### src/rtl/fes_pkg.sv
package fes_pkg;
  localparam int DATA_W    = 16;
  localparam int NUM_EVT   = 4;
  localparam int QUIRK_W   = 2;
  localparam int RSVD_W    = DATA_W - NUM_EVT - QUIRK_W;
  localparam logic [QUIRK_W-1:0] QUIRK_FIRST = 2'b01;
  localparam logic [QUIRK_W-1:0] QUIRK_LATER = 2'b00;

  // Event vector index order: 3 = overflow, 2 = underflow, 1 = deletion, 0 = insertion
  typedef logic [NUM_EVT-1:0] evt_vec_t;
  typedef logic [DATA_W-1:0]  word_t;

  function automatic word_t compose_word(input evt_vec_t evts, input logic first_done);
    word_t w;
    w = '0;
    w[DATA_W-1 -: NUM_EVT] = evts;
    w[RSVD_W +: QUIRK_W]   = first_done ? QUIRK_LATER : QUIRK_FIRST;
    return w;
  endfunction

  function automatic evt_vec_t apply_clear(input evt_vec_t held, input logic rd,
                                           input evt_vec_t incoming);
    return (rd ? '0 : held) | incoming;
  endfunction

  localparam word_t RESET_WORD = compose_word('0, 1'b0);
endpackage

### src/rtl/fes_sticky_bank.sv
module fes_sticky_bank
  import fes_pkg::*;
#(
  parameter int N = NUM_EVT
) (
  input  logic         clk,
  input  logic         rst,
  input  logic         clr,
  input  logic [N-1:0] set_pulse,
  output logic [N-1:0] held
);
  for (genvar i = 0; i < N; i++) begin : g_bit
    always_ff @(posedge clk) begin
      if (rst)
        held[i] <= 1'b0;
      else
        held[i] <= (held[i] & ~clr) | set_pulse[i];
    end
  end
endmodule

### src/rtl/fes_quirk_tracker.sv
module fes_quirk_tracker (
  input  logic clk,
  input  logic rst,
  input  logic rd,
  output logic first_done
);
  always_ff @(posedge clk) begin
    if (rst)
      first_done <= 1'b0;
    else if (rd)
      first_done <= 1'b1;
  end
endmodule

### src/rtl/fes_read_port.sv
module fes_read_port
  import fes_pkg::*;
(
  input  logic     clk,
  input  logic     rst,
  input  logic     rd,
  input  evt_vec_t held,
  input  logic     first_done,
  output word_t    rd_word
);
  always_ff @(posedge clk) begin
    if (rst)
      rd_word <= RESET_WORD;
    else if (rd)
      rd_word <= compose_word(held, first_done);
  end
endmodule

### src/rtl/fifo_evt_status.sv
module fifo_evt_status
  import fes_pkg::*;
(
  input  logic              clk,
  input  logic              rst,
  input  logic              ovfl_evt,
  input  logic              unfl_evt,
  input  logic              del_evt,
  input  logic              ins_evt,
  input  logic              rd_stb,
  output logic [DATA_W-1:0] rd_data
);
  evt_vec_t evt_in;
  evt_vec_t latched_q;
  logic     quirk_done;

  assign evt_in = {ovfl_evt, unfl_evt, del_evt, ins_evt};

  fes_sticky_bank #(.N(NUM_EVT)) u_bank (
    .clk       (clk),
    .rst       (rst),
    .clr       (rd_stb),
    .set_pulse (evt_in),
    .held      (latched_q)
  );

  fes_quirk_tracker u_quirk (
    .clk        (clk),
    .rst        (rst),
    .rd         (rd_stb),
    .first_done (quirk_done)
  );

  fes_read_port u_port (
    .clk        (clk),
    .rst        (rst),
    .rd         (rd_stb),
    .held       (latched_q),
    .first_done (quirk_done),
    .rd_word    (rd_data)
  );
endmodule

### config.mk
export PLATFORM = sky130hd
export DESIGN_NAME = fifo_evt_status
export DESIGN_NICKNAME = d
export VERILOG_FILES = /design/src/rtl/fes_pkg.sv /design/src/rtl/fes_sticky_bank.sv /design/src/rtl/fes_quirk_tracker.sv /design/src/rtl/fes_read_port.sv /design/src/rtl/fifo_evt_status.sv
export SDC_FILE = /design/constraint.sdc
export NUM_CORES = 1
export LEC_CHECK = 0
export BUFFER_PORTS_ARGS = -buffer_cell sky130_fd_sc_hd__buf_2
export CAP_MARGIN = 20
export CORE_AREA = 2 2 39 41
export DETAILED_ROUTE_END_ITERATION = 7
export DIE_AREA = 0 0 41 43
export GPL_ROUTABILITY_DRIVEN = 0
export PLACE_DENSITY = 0.62
export SLEW_MARGIN = 20
export SYNTH_ARGS = -nofsm -noshare
export SYNTH_HDL_FRONTEND = slang
export SYNTH_HIERARCHICAL = 1
export SYNTH_SLANG_ARGS = --single-unit
### constraint.sdc
create_clock -name clk -period 0.8 [get_ports clk]
set_input_delay 0.04 -clock clk [delete_from_list [all_inputs] [get_ports clk]]
set_output_delay 0.04 -clock clk [all_outputs]
set_load 0.01 [all_outputs]
==> results of run 1 <==
## registers in the layout (all words and copies together), names as in the netlist
name and count:
u_quirk/first_done 1, u_bank/held 4, u_port/rd_word 5
## per-stage QoR
stage / utilization / instance area (um2) / instances
after detailed placement: 0.332 / 459 / 72
after CTS: 0.355 / 492 / 76
after floorplan: - / 478 / 57
final: 0.357 / 494 / 76
after global placement: 0.332 / 459 / 72
after global routing: 0.357 / 494 / 76
## per-layer routing
| layer | GRT usage | vias up |
|---|---|---|
| li1 | - | 149 |
| met4 | 0.0800 | 0 |
| met3 | 0.0157 | 0 |
| met1 | 0.121 | 126 |
| met5 | 0 | - |
| met2 | 0.100 | 15 |
## logic make-up (layout without fill, tap and decap cells)
| kind of cell | after synthesis | after routing | share of synthesized area |
|---|---|---|---|
| buffers and inverters | 16 | 19 | 0.247 |
| flip-flops | 10 | 10 | 0.455 |
| AND/OR/NAND/NOR | 10 | 10 | 0.114 |
| AO/OA/AOI/OAI | 6 | 6 | 0.0852 |
| multiplexers | 4 | 4 | 0.0909 |
| other | 1 | 11 | 0.00851 |
## worst reg2reg max path: cells and delay by family, from the launching register on
family           cells  cell delay (ns)
AO/OA/AOI/OAI        1             0.15
AND/OR/NAND/NOR      1             0.20
flip-flops           1             0.32
## cell usage in the layout (no fill, tap or decap)
cell type / count
a21oi_1: 4
dlygate4sd3_1: 1
conb_1: 11
a21o_1: 1
mux2i_1: 4
dfxtp_2: 2
inv_1: 4
buf_2: 11
nand2b_1: 4
nand2_1: 1
nor2_1: 4
o21ba_1: 1
or2_1: 1
dfxtp_1: 8
clkbuf_4: 3
## area by class of cell
class	instances	area (um2)
Timing Repair Buffer	12	65.1
Clock buffer	3	22.5
Fill cell	148	890
Inverter	4	15.0
Multi-Input combinational cell	31	169
Tap cell	16	20.0
Sequential cell	10	203
## final timing paths
kind | from | endpoint | slack [ns] | cells after the start
worst max-delay path | u_port/rd_word[10] | u_port/rd_word[10] | 0.04 | 2
worst min-delay path | unfl_evt | u_bank/held[2] | 0.02 | 3
worst max register to register | u_port/rd_word[10] | u_port/rd_word[10] | 0.04 | 2
worst min register to register | u_bank/held[2] | u_bank/held[2] | 0.47 | 2
## repair_timing
action                                 in CTS  in global routing
setup endpoints to repair                   0                  2
hold buffers                                1                  0
resized for setup                           0                  2
endpoints found under the hold margin       1                  0
## power breakdown
part / switching [mW] / internal [mW]
Sequential: 0.0136 / 0.528
Clock: 0.155 / 0.173
Combinational: 0.0669 / 0.0470
==> flow_metrics.py, run 1 <==
metrics = {
    "outcome": {
        "status": "completed",
    },
    "timing": {
        "fin_hold_ws_ns": 0.0159,
        "hold_violations": 0,
        "fmax_mhz": 1310,
        "rsz0062_at_grt": "false",
        "slew_violations": 0,
        "finalCritPeriodShare": 0.953,
        "finClkSkew_ns": 0.00339,
        "layout_setup_ws_ns": 0.0372,
        "setup_tns_ns": 0,
        "setup_violations": 0,
        "post-route-min-period_ns": 0.763,
    },
    "global_route": {
        "first_global_vias": 244,
        "antenna_found_initial": 0,
        "track_usage": 0.0847,
        "gr-total-overflow": 0,
        "grt_max_degree": 12,
        "grt_pass1_wl_um": 972,
    },
    "synthesis": {
        "synth_cells": 47,
        "ys_ff_latch": 10,
        "ys_seq_area_frac": 0.455,
        "synth_edf_count": 0,
        "synth.top_cell.area_share": 0.455,
        "synth_cell_types": 13,
        "synth_ff_type": "dfxtp_1",
        "yosysWarningCount": 6,
        "synth_area_leaders": "dfxtp_1 45%, buf_4 19%, mux2i_1 9.1%",
        "yosysTopAreaCell": "dfxtp_1",
        "synth_common_cells": "11 x buf_4, 10 x dfxtp_1",
        "synth-async-reset-ratio": 0,
        "yosysMostFrequentCell": "buf_4",
        "syn_area_per_cell_um2": 9.37,
        "synth_area_um2": 440,
    },
    "clock_network": {
        "tritoncts": "yes",
        "post_cts_buffers": 0,
        "h-tree-depth": 1,
        "clock_latency_ns": 0.26,
        "cts_sinks": 10,
        "numCtsBuffers": 3,
        "root_buffer": "clkbuf_4",
        "clk_pin_slew_ns": 0.06,
        "clockBufferDepth": 2,
    },
    "final_layout": {
        "nNetsFinal": 69,
        "layout-drive-gt1-share": 0.267,
        "syn2layout_area_growth_pct": 12.2,
        "n_antenna_cell": 0,
    },
    "routing": {
        "wl_met3_um": 54,
        "routed.top_layer": "met3",
        "drt-total-wl_um": 650,
        "dr.pass1.iters": 4,
        "final_antenna_net_count": 0,
        "drc": 0,
        "drtIter0Drc": 8,
        "vias": 290,
        "drt-vias-per-instance": 3.82,
        "wl_met2_um": 275,
        "m1WireLength_um": 321,
        "drt-wirelength-per-cell_um": 8.55,
    },
    "setup_path": {
        "start_kind": "flip-flop",
        "path_cells": "or2_1 -> a21o_1",
        "cpPeakStageDelay_ns": 0.32,
        "crit_fanout": 2,
        "crit_path_end_kind": "flip-flop",
        "path_delay_family": "flip-flops",
        "path_buf_inv": 0,
        "critPathKind": "reg2reg",
        "arrival_ns": 0.92,
        "worst_ep_required_time_ns": 0.95,
        "cpMaxStageDelayCell": "dfxtp_2",
    },
    "floorplanning": {
        "start_util": 0.318,
        "die_h_um": 43,
        "core_area_um2": 1380,
        "io_pins": 23,
        "die_area_um2": 1760,
        "rows": 14,
        "chipWidth_um": 41,
    },
    "pwr": {
        "ir_drop_mv": 1.02,
        "p_per_area_nw_per_um2": 1990,
        "p_leak_nw": 0.262,
        "total_power_mw": 0.983,
    },
    "flow_run": {
        "cap_violations": 0,
    },
    "placed_design": {
        "place_ws_ns": 0.0315,
        "io_buffers": 11,
        "dpl.hpwl_um": 440,
    },
    "hold_path": {
        "min_path_type": "in2reg",
    },
}
Note: power is estimated with default switching activity, not from simulation.
==> run 2: changes to the inputs <==
PLACE_DENSITY = 0.6   (was 0.62)
SYNTH_HIERARCHICAL = unset   (was 1)
clock period = 0.9 ns   (was 0.8 ns; I/O delays follow)
==> flow_metrics.py, run 2 <==
metrics = {
    "outcome": {
        "status": "completed",
    },
    "synthesis": {
        "syn_area_per_cell_um2": 9.04,
        "synth_ff_type": "dfxtp_1",
        "synth_fa_ha_area_frac": 0,
        "yosysWarningCount": 0,
        "synth_cells": 49,
        "yosysMostFrequentCell": "buf_4",
        "synth-async-reset-ratio": 0,
        "yosysTopAreaCell": "dfxtp_1",
        "synth_top_family_by_area": "buffers and inverters",
        "ys_seq_area_frac": 0.452,
        "synth_cell_types": 13,
        "ys_ff_latch": 10,
        "synth.top_cell.area_share": 0.452,
        "synth_edf_count": 0,
        "synth_xor_area_frac": 0,
        "synth_common_cells": "11 x buf_4, 10 x dfxtp_1, 6 x nor2_1",
        "synth_compound_area_frac": 0.0621,
        "synth_area_um2": 443,
        "muxShareOfSynthArea": 0.0904,
        "synth_area_leaders": "dfxtp_1 45%, buf_4 19%, mux2i_1 9.0%",
        "synth_simple_gate_area_frac": 0.130,
    },
    "timing": {
        "fmax_mhz": 1310,
        "setup_violations": 0,
        "post-route-min-period_ns": 0.761,
        "fin_hold_ws_ns": 0.0140,
        "finClkSkew_ns": 0.00464,
        "slew_violations": 0,
        "setup_tns_ns": 0,
        "rsz0062_at_grt": "false",
        "finalCritPeriodShare": 0.846,
        "hold_violations": 0,
    },
    "final_layout": {
        "top_regs": "u_port.rd_word (5), u_bank.held (4), u_quirk.first_done (1)",
        "nNetsFinal": 69,
        "seq_area_um2": 200,
        "n_antenna_cell": 0,
        "multi_input_area_um2": 166,
        "largest_reg_flops": 5,
        "fill_cells": 160,
        "syn2layout_area_growth_pct": 8.19,
        "final_cell_mix": "11 x conb_1, 11 x buf_2, 10 x dfxtp_1, 6 x nor2_1",
        "layout-drive-gt1-share": 0.233,
        "fin_util": 0.346,
        "top_register": "u_port.rd_word",
    },
    "flow_run": {
        "cap_violations": 0,
    },
    "pwr": {
        "p_sw_frac": 0.233,
        "p_int_mw": 0.659,
        "power.share.sequential": 0.559,
        "clockPowerShare": 0.329,
        "total_power_mw": 0.859,
        "ir_drop_mv": 0.709,
        "p_switching_mw": 0.200,
        "p_per_area_nw_per_um2": 1790,
        "p_leak_nw": 0.253,
        "combPwrFrac": 0.112,
    },
    "floorplanning": {
        "core_area_um2": 1380,
        "rows": 14,
        "die_area_um2": 1760,
        "die_h_um": 43,
        "start_util": 0.320,
        "io_pins": 23,
        "chipWidth_um": 41,
    },
    "clock_network": {
        "cts_resized": 0,
        "cts_hold_buf": 0,
        "numCtsBuffers": 3,
        "root_buffer": "clkbuf_4",
        "clockBufferDepth": 2,
        "cts_sinks": 10,
        "tritoncts": "yes",
        "post_cts_buffers": 0,
        "clock_latency_ns": 0.25,
        "clk_pin_slew_ns": 0.06,
        "h-tree-depth": 1,
    },
    "routing": {
        "final_antenna_net_count": 0,
        "dr.pass1.iters": 3,
        "drt-vias-per-instance": 3.76,
        "drc": 0,
        "drt-total-wl_um": 597,
        "drt-wirelength-per-cell_um": 7.86,
        "vias": 286,
        "drtIter0Drc": 2,
    },
    "setup_path": {
        "path_delay_family": "flip-flops",
        "worst-r2r-cell-count": 2,
        "worst_ep_required_time_ns": 0.85,
        "path_buf_inv": 1,
        "reg2reg_slack_ns": 0.14,
        "critPathKind": "reg2out",
        "start_kind": "flip-flop",
        "reg2reg_to": "u_port.rd_word[10]",
        "crit_fanout": 2,
        "cpPeakStageDelay_ns": 0.33,
        "crit_path_end_kind": "output pin",
        "arrival_ns": 0.72,
        "cpMaxStageDelayCell": "dfxtp_1",
        "r2r-start": "u_port.rd_word[10]",
        "path_cells": "buf_2",
    },
    "placed_design": {
        "io_buffers": 11,
        "dpl.hpwl_um": 426,
    },
    "global_route": {
        "track_usage": 0.0892,
        "first_global_vias": 258,
        "grt_pass1_wl_um": 1000,
        "grt_max_degree": 12,
        "gr-total-overflow": 0,
        "antenna_found_initial": 0,
    },
    "hold_path": {
        "hold_start": "del_evt",
        "hold_end": "u_bank.held[1]",
        "min_path_cells": 3,
        "min_path_type": "in2reg",
    },
}
-- run 2: cell types whose count changed in the layout (fill, tap and decap cells not counted), sizes merged --
cell and change:
dlygate4sd3 -1, nor2 +2, o21ba -1
-- run 2: power groups by stage --
stage | Sequential [mW] | Clock (mW) | Combinational (mW)
after detailed placement | 0.490 | 0 | 0.0960
after CTS | 0.480 | 0.300 | 0.0966
after global placement | 0.489 | 0 | 0.0950
after floorplan | 0.493 | 0 | 0.103
after global routing | 0.482 | 0.319 | 0.112
final | 0.480 | 0.283 | 0.0962
-- run 2: routing by layer --
metal	global-route usage	wire (um)
met1	0.106	259
met3	0.0366	48
met2	0.106	279
met4	0.100	10
met5	0	0
-- run 2: cell type report --
class / count / share of cell area
flip-flops and latches: 10 / 0.418
multi-input cells: 32 / 0.347
repair buffers: 11 / 0.115
clock buffers: 3 / 0.0470
well taps: 16 / 0.0418
inverters: 4 / 0.0313
-- run 2: cells by family after synthesis --
family	after synthesis
mux	4
flops	10
buf+inv	17
compound gates	5
other cells	1
simple gates	12
-- run 2: how the worst max path moves through the flow --
| stage | from | endpoint | cells after the start |
|---|---|---|---|
| floorplan | u_port.rd_word[10] | u_port.rd_word[10] | 2 |
| global placement | u_port.rd_word[10] | u_port.rd_word[10] | 2 |
| detailed placement | u_port.rd_word[10] | u_port.rd_word[10] | 2 |
| CTS | u_port.rd_word[12] | rd_data[12] | 1 |
| global route | u_port.rd_word[10] | u_port.rd_word[10] | 2 |
| finish | u_port.rd_word[12] | rd_data[12] | 1 |
-- run 2: through the flow --
stage               std cells  setup WS, ns  instance area (um2)
floorplan                  59         0.118                  480
detailed placement         73         0.153                  457
global placement           73         0.152                  457
global route               76        0.0960                  479
CTS                        76         0.123                  479
finish                     76         0.139                  479
==> run 3: changes to the inputs <==
clock period = 0.8 ns   (was 0.9 ns; I/O delays follow)
==> flow_metrics.py, run 3 (synthesized netlist as in run 2, its figures left out) <==
metrics = {
    "outcome": {
        "status": "completed",
    },
    "setup_path": {
        "cpPeakStageDelay_ns": 0.33,
        "path_cells": "buf_2",
        "cpMaxStageDelayCell": "dfxtp_1",
        "path_buf_inv": 1,
        "critPathKind": "reg2out",
        "crit_fanout": 2,
        "start_kind": "flip-flop",
        "arrival_ns": 0.72,
        "worst_ep_required_time_ns": 0.76,
        "crit_path_end_kind": "output pin",
        "path_delay_family": "flip-flops",
    },
    "final_layout": {
        "top_regs": "u_port.rd_word (5), u_bank.held (4), u_quirk.first_done (1)",
        "n_antenna_cell": 0,
        "largest_reg_flops": 5,
        "layout-drive-gt1-share": 0.254,
        "final_cell_mix": "11 x conb_1, 11 x buf_2, 9 x dfxtp_1, 6 x nor2_1",
        "fin_util": 0.372,
        "top_register": "u_port.rd_word",
        "fill_cells": 152,
        "nNetsFinal": 71,
        "syn2layout_area_growth_pct": 16.1,
    },
    "clock_network": {
        "h-tree-depth": 1,
        "tritoncts": "yes",
        "clock_latency_ns": 0.26,
        "clk_pin_slew_ns": 0.07,
        "post_cts_buffers": 0,
        "clockBufferDepth": 2,
        "numCtsBuffers": 3,
        "root_buffer": "clkbuf_4",
        "cts_sinks": 10,
    },
    "timing": {
        "hold_violations": 0,
        "slew_violations": 0,
        "setup_tns_ns": 0,
        "setup_violations": 0,
        "finClkSkew_ns": 0.00134,
        "finalCritPeriodShare": 0.953,
        "rsz0062_at_grt": "false",
        "fmax_mhz": 1310,
        "post-route-min-period_ns": 0.763,
    },
    "global_route": {
        "antenna_found_initial": 0,
        "first_global_vias": 265,
        "gr-total-overflow": 0,
        "grt_pass1_wl_um": 966,
        "track_usage": 0.0832,
        "grt_max_degree": 12,
    },
    "floorplanning": {
        "chipWidth_um": 41,
        "core_area_um2": 1380,
        "start_util": 0.320,
        "rows": 14,
        "io_pins": 23,
        "die_h_um": 43,
        "die_area_um2": 1760,
    },
    "hold_path": {
        "min_path_type": "in2reg",
    },
    "routing": {
        "final_antenna_net_count": 0,
        "drc": 0,
        "dr.pass1.iters": 1,
        "drt-wirelength-per-cell_um": 7.87,
        "drt-total-wl_um": 622,
        "drt-vias-per-instance": 3.81,
        "vias": 301,
        "drtIter0Drc": 0,
    },
    "pwr": {
        "p_per_area_nw_per_um2": 2160,
        "p_leak_nw": 0.269,
        "ir_drop_mv": 1.26,
    },
    "flow_run": {
        "cap_violations": 0,
    },
    "placed_design": {
        "dpl.hpwl_um": 469,
        "io_buffers": 11,
    },
}
[run 3: path summary, 6_finish.rpt]
| path | slack (ns) | startpoint | cells past startpoint | endpoint |
|---|---|---|---|---|
| worst max-delay path | 0.04 | u_port.rd_word[12] | 1 | rd_data[12] |
| worst min-delay path | 0.005 | ins_evt | 3 | u_bank.held[0] |
| worst max register to register | 0.04 | u_port.rd_word[10] | 2 | u_port.rd_word[10] |
| worst min register to register | 0.47 | u_quirk.first_done | 2 | u_quirk.first_done |
[run 3: report_power, final]
group,leakage [nW],switching [mW],total (mW),internal (mW)
clock,0.0210,0.182,0.458,0.276
combinational,0.165,0.0665,0.115,0.0486
sequential,0.0832,0.0126,0.539,0.527
[run 3: per-layer routing]
metal | vias up | GRT usage | wire length (um)
li1 | 154 | - | -
met1 | 136 | 0.0867 | 231
met2 | 11 | 0.134 | 354
met3 | 0 | 0.0209 | 36
met4 | 0 | 0.0600 | 0
met5 | - | 0 | 0
[run 3: timing repair]
item                                    4_1_cts  5_1_grt
hold buffers                                  2        0
gates resized for setup                       0        1
endpoints found under the setup margin        0        1
endpoints found under the hold margin         2        0
[run 3: cell type report]
class / instances / area, um2 / area share
inverters: 4 / 15.0 / 0.0292
flip-flops and latches: 10 / 201 / 0.392
well taps: 16 / 20.0 / 0.0389
multi-input cells: 32 / 166 / 0.324
repair buffers: 13 / 75.1 / 0.146
clock buffers: 4 / 36.3 / 0.0706
[run 3: per-stage QoR]
step / hold WS (ns) / cells / power, mW / setup WS, ns / instance area (um2)
floorplan: 0.169 / 59 / 0.671 / 0.0176 / 480
global placement: 0.275 / 73 / 0.657 / 0.0518 / 457
detailed placement: 0.280 / 73 / 0.660 / 0.0505 / 457
CTS: 0.000242 / 79 / 1.13 / 0.0162 / 513
global route: 0.0234 / 79 / 1.16 / 0.000264 / 514
finish: 0.00537 / 79 / 1.11 / 0.0372 / 514
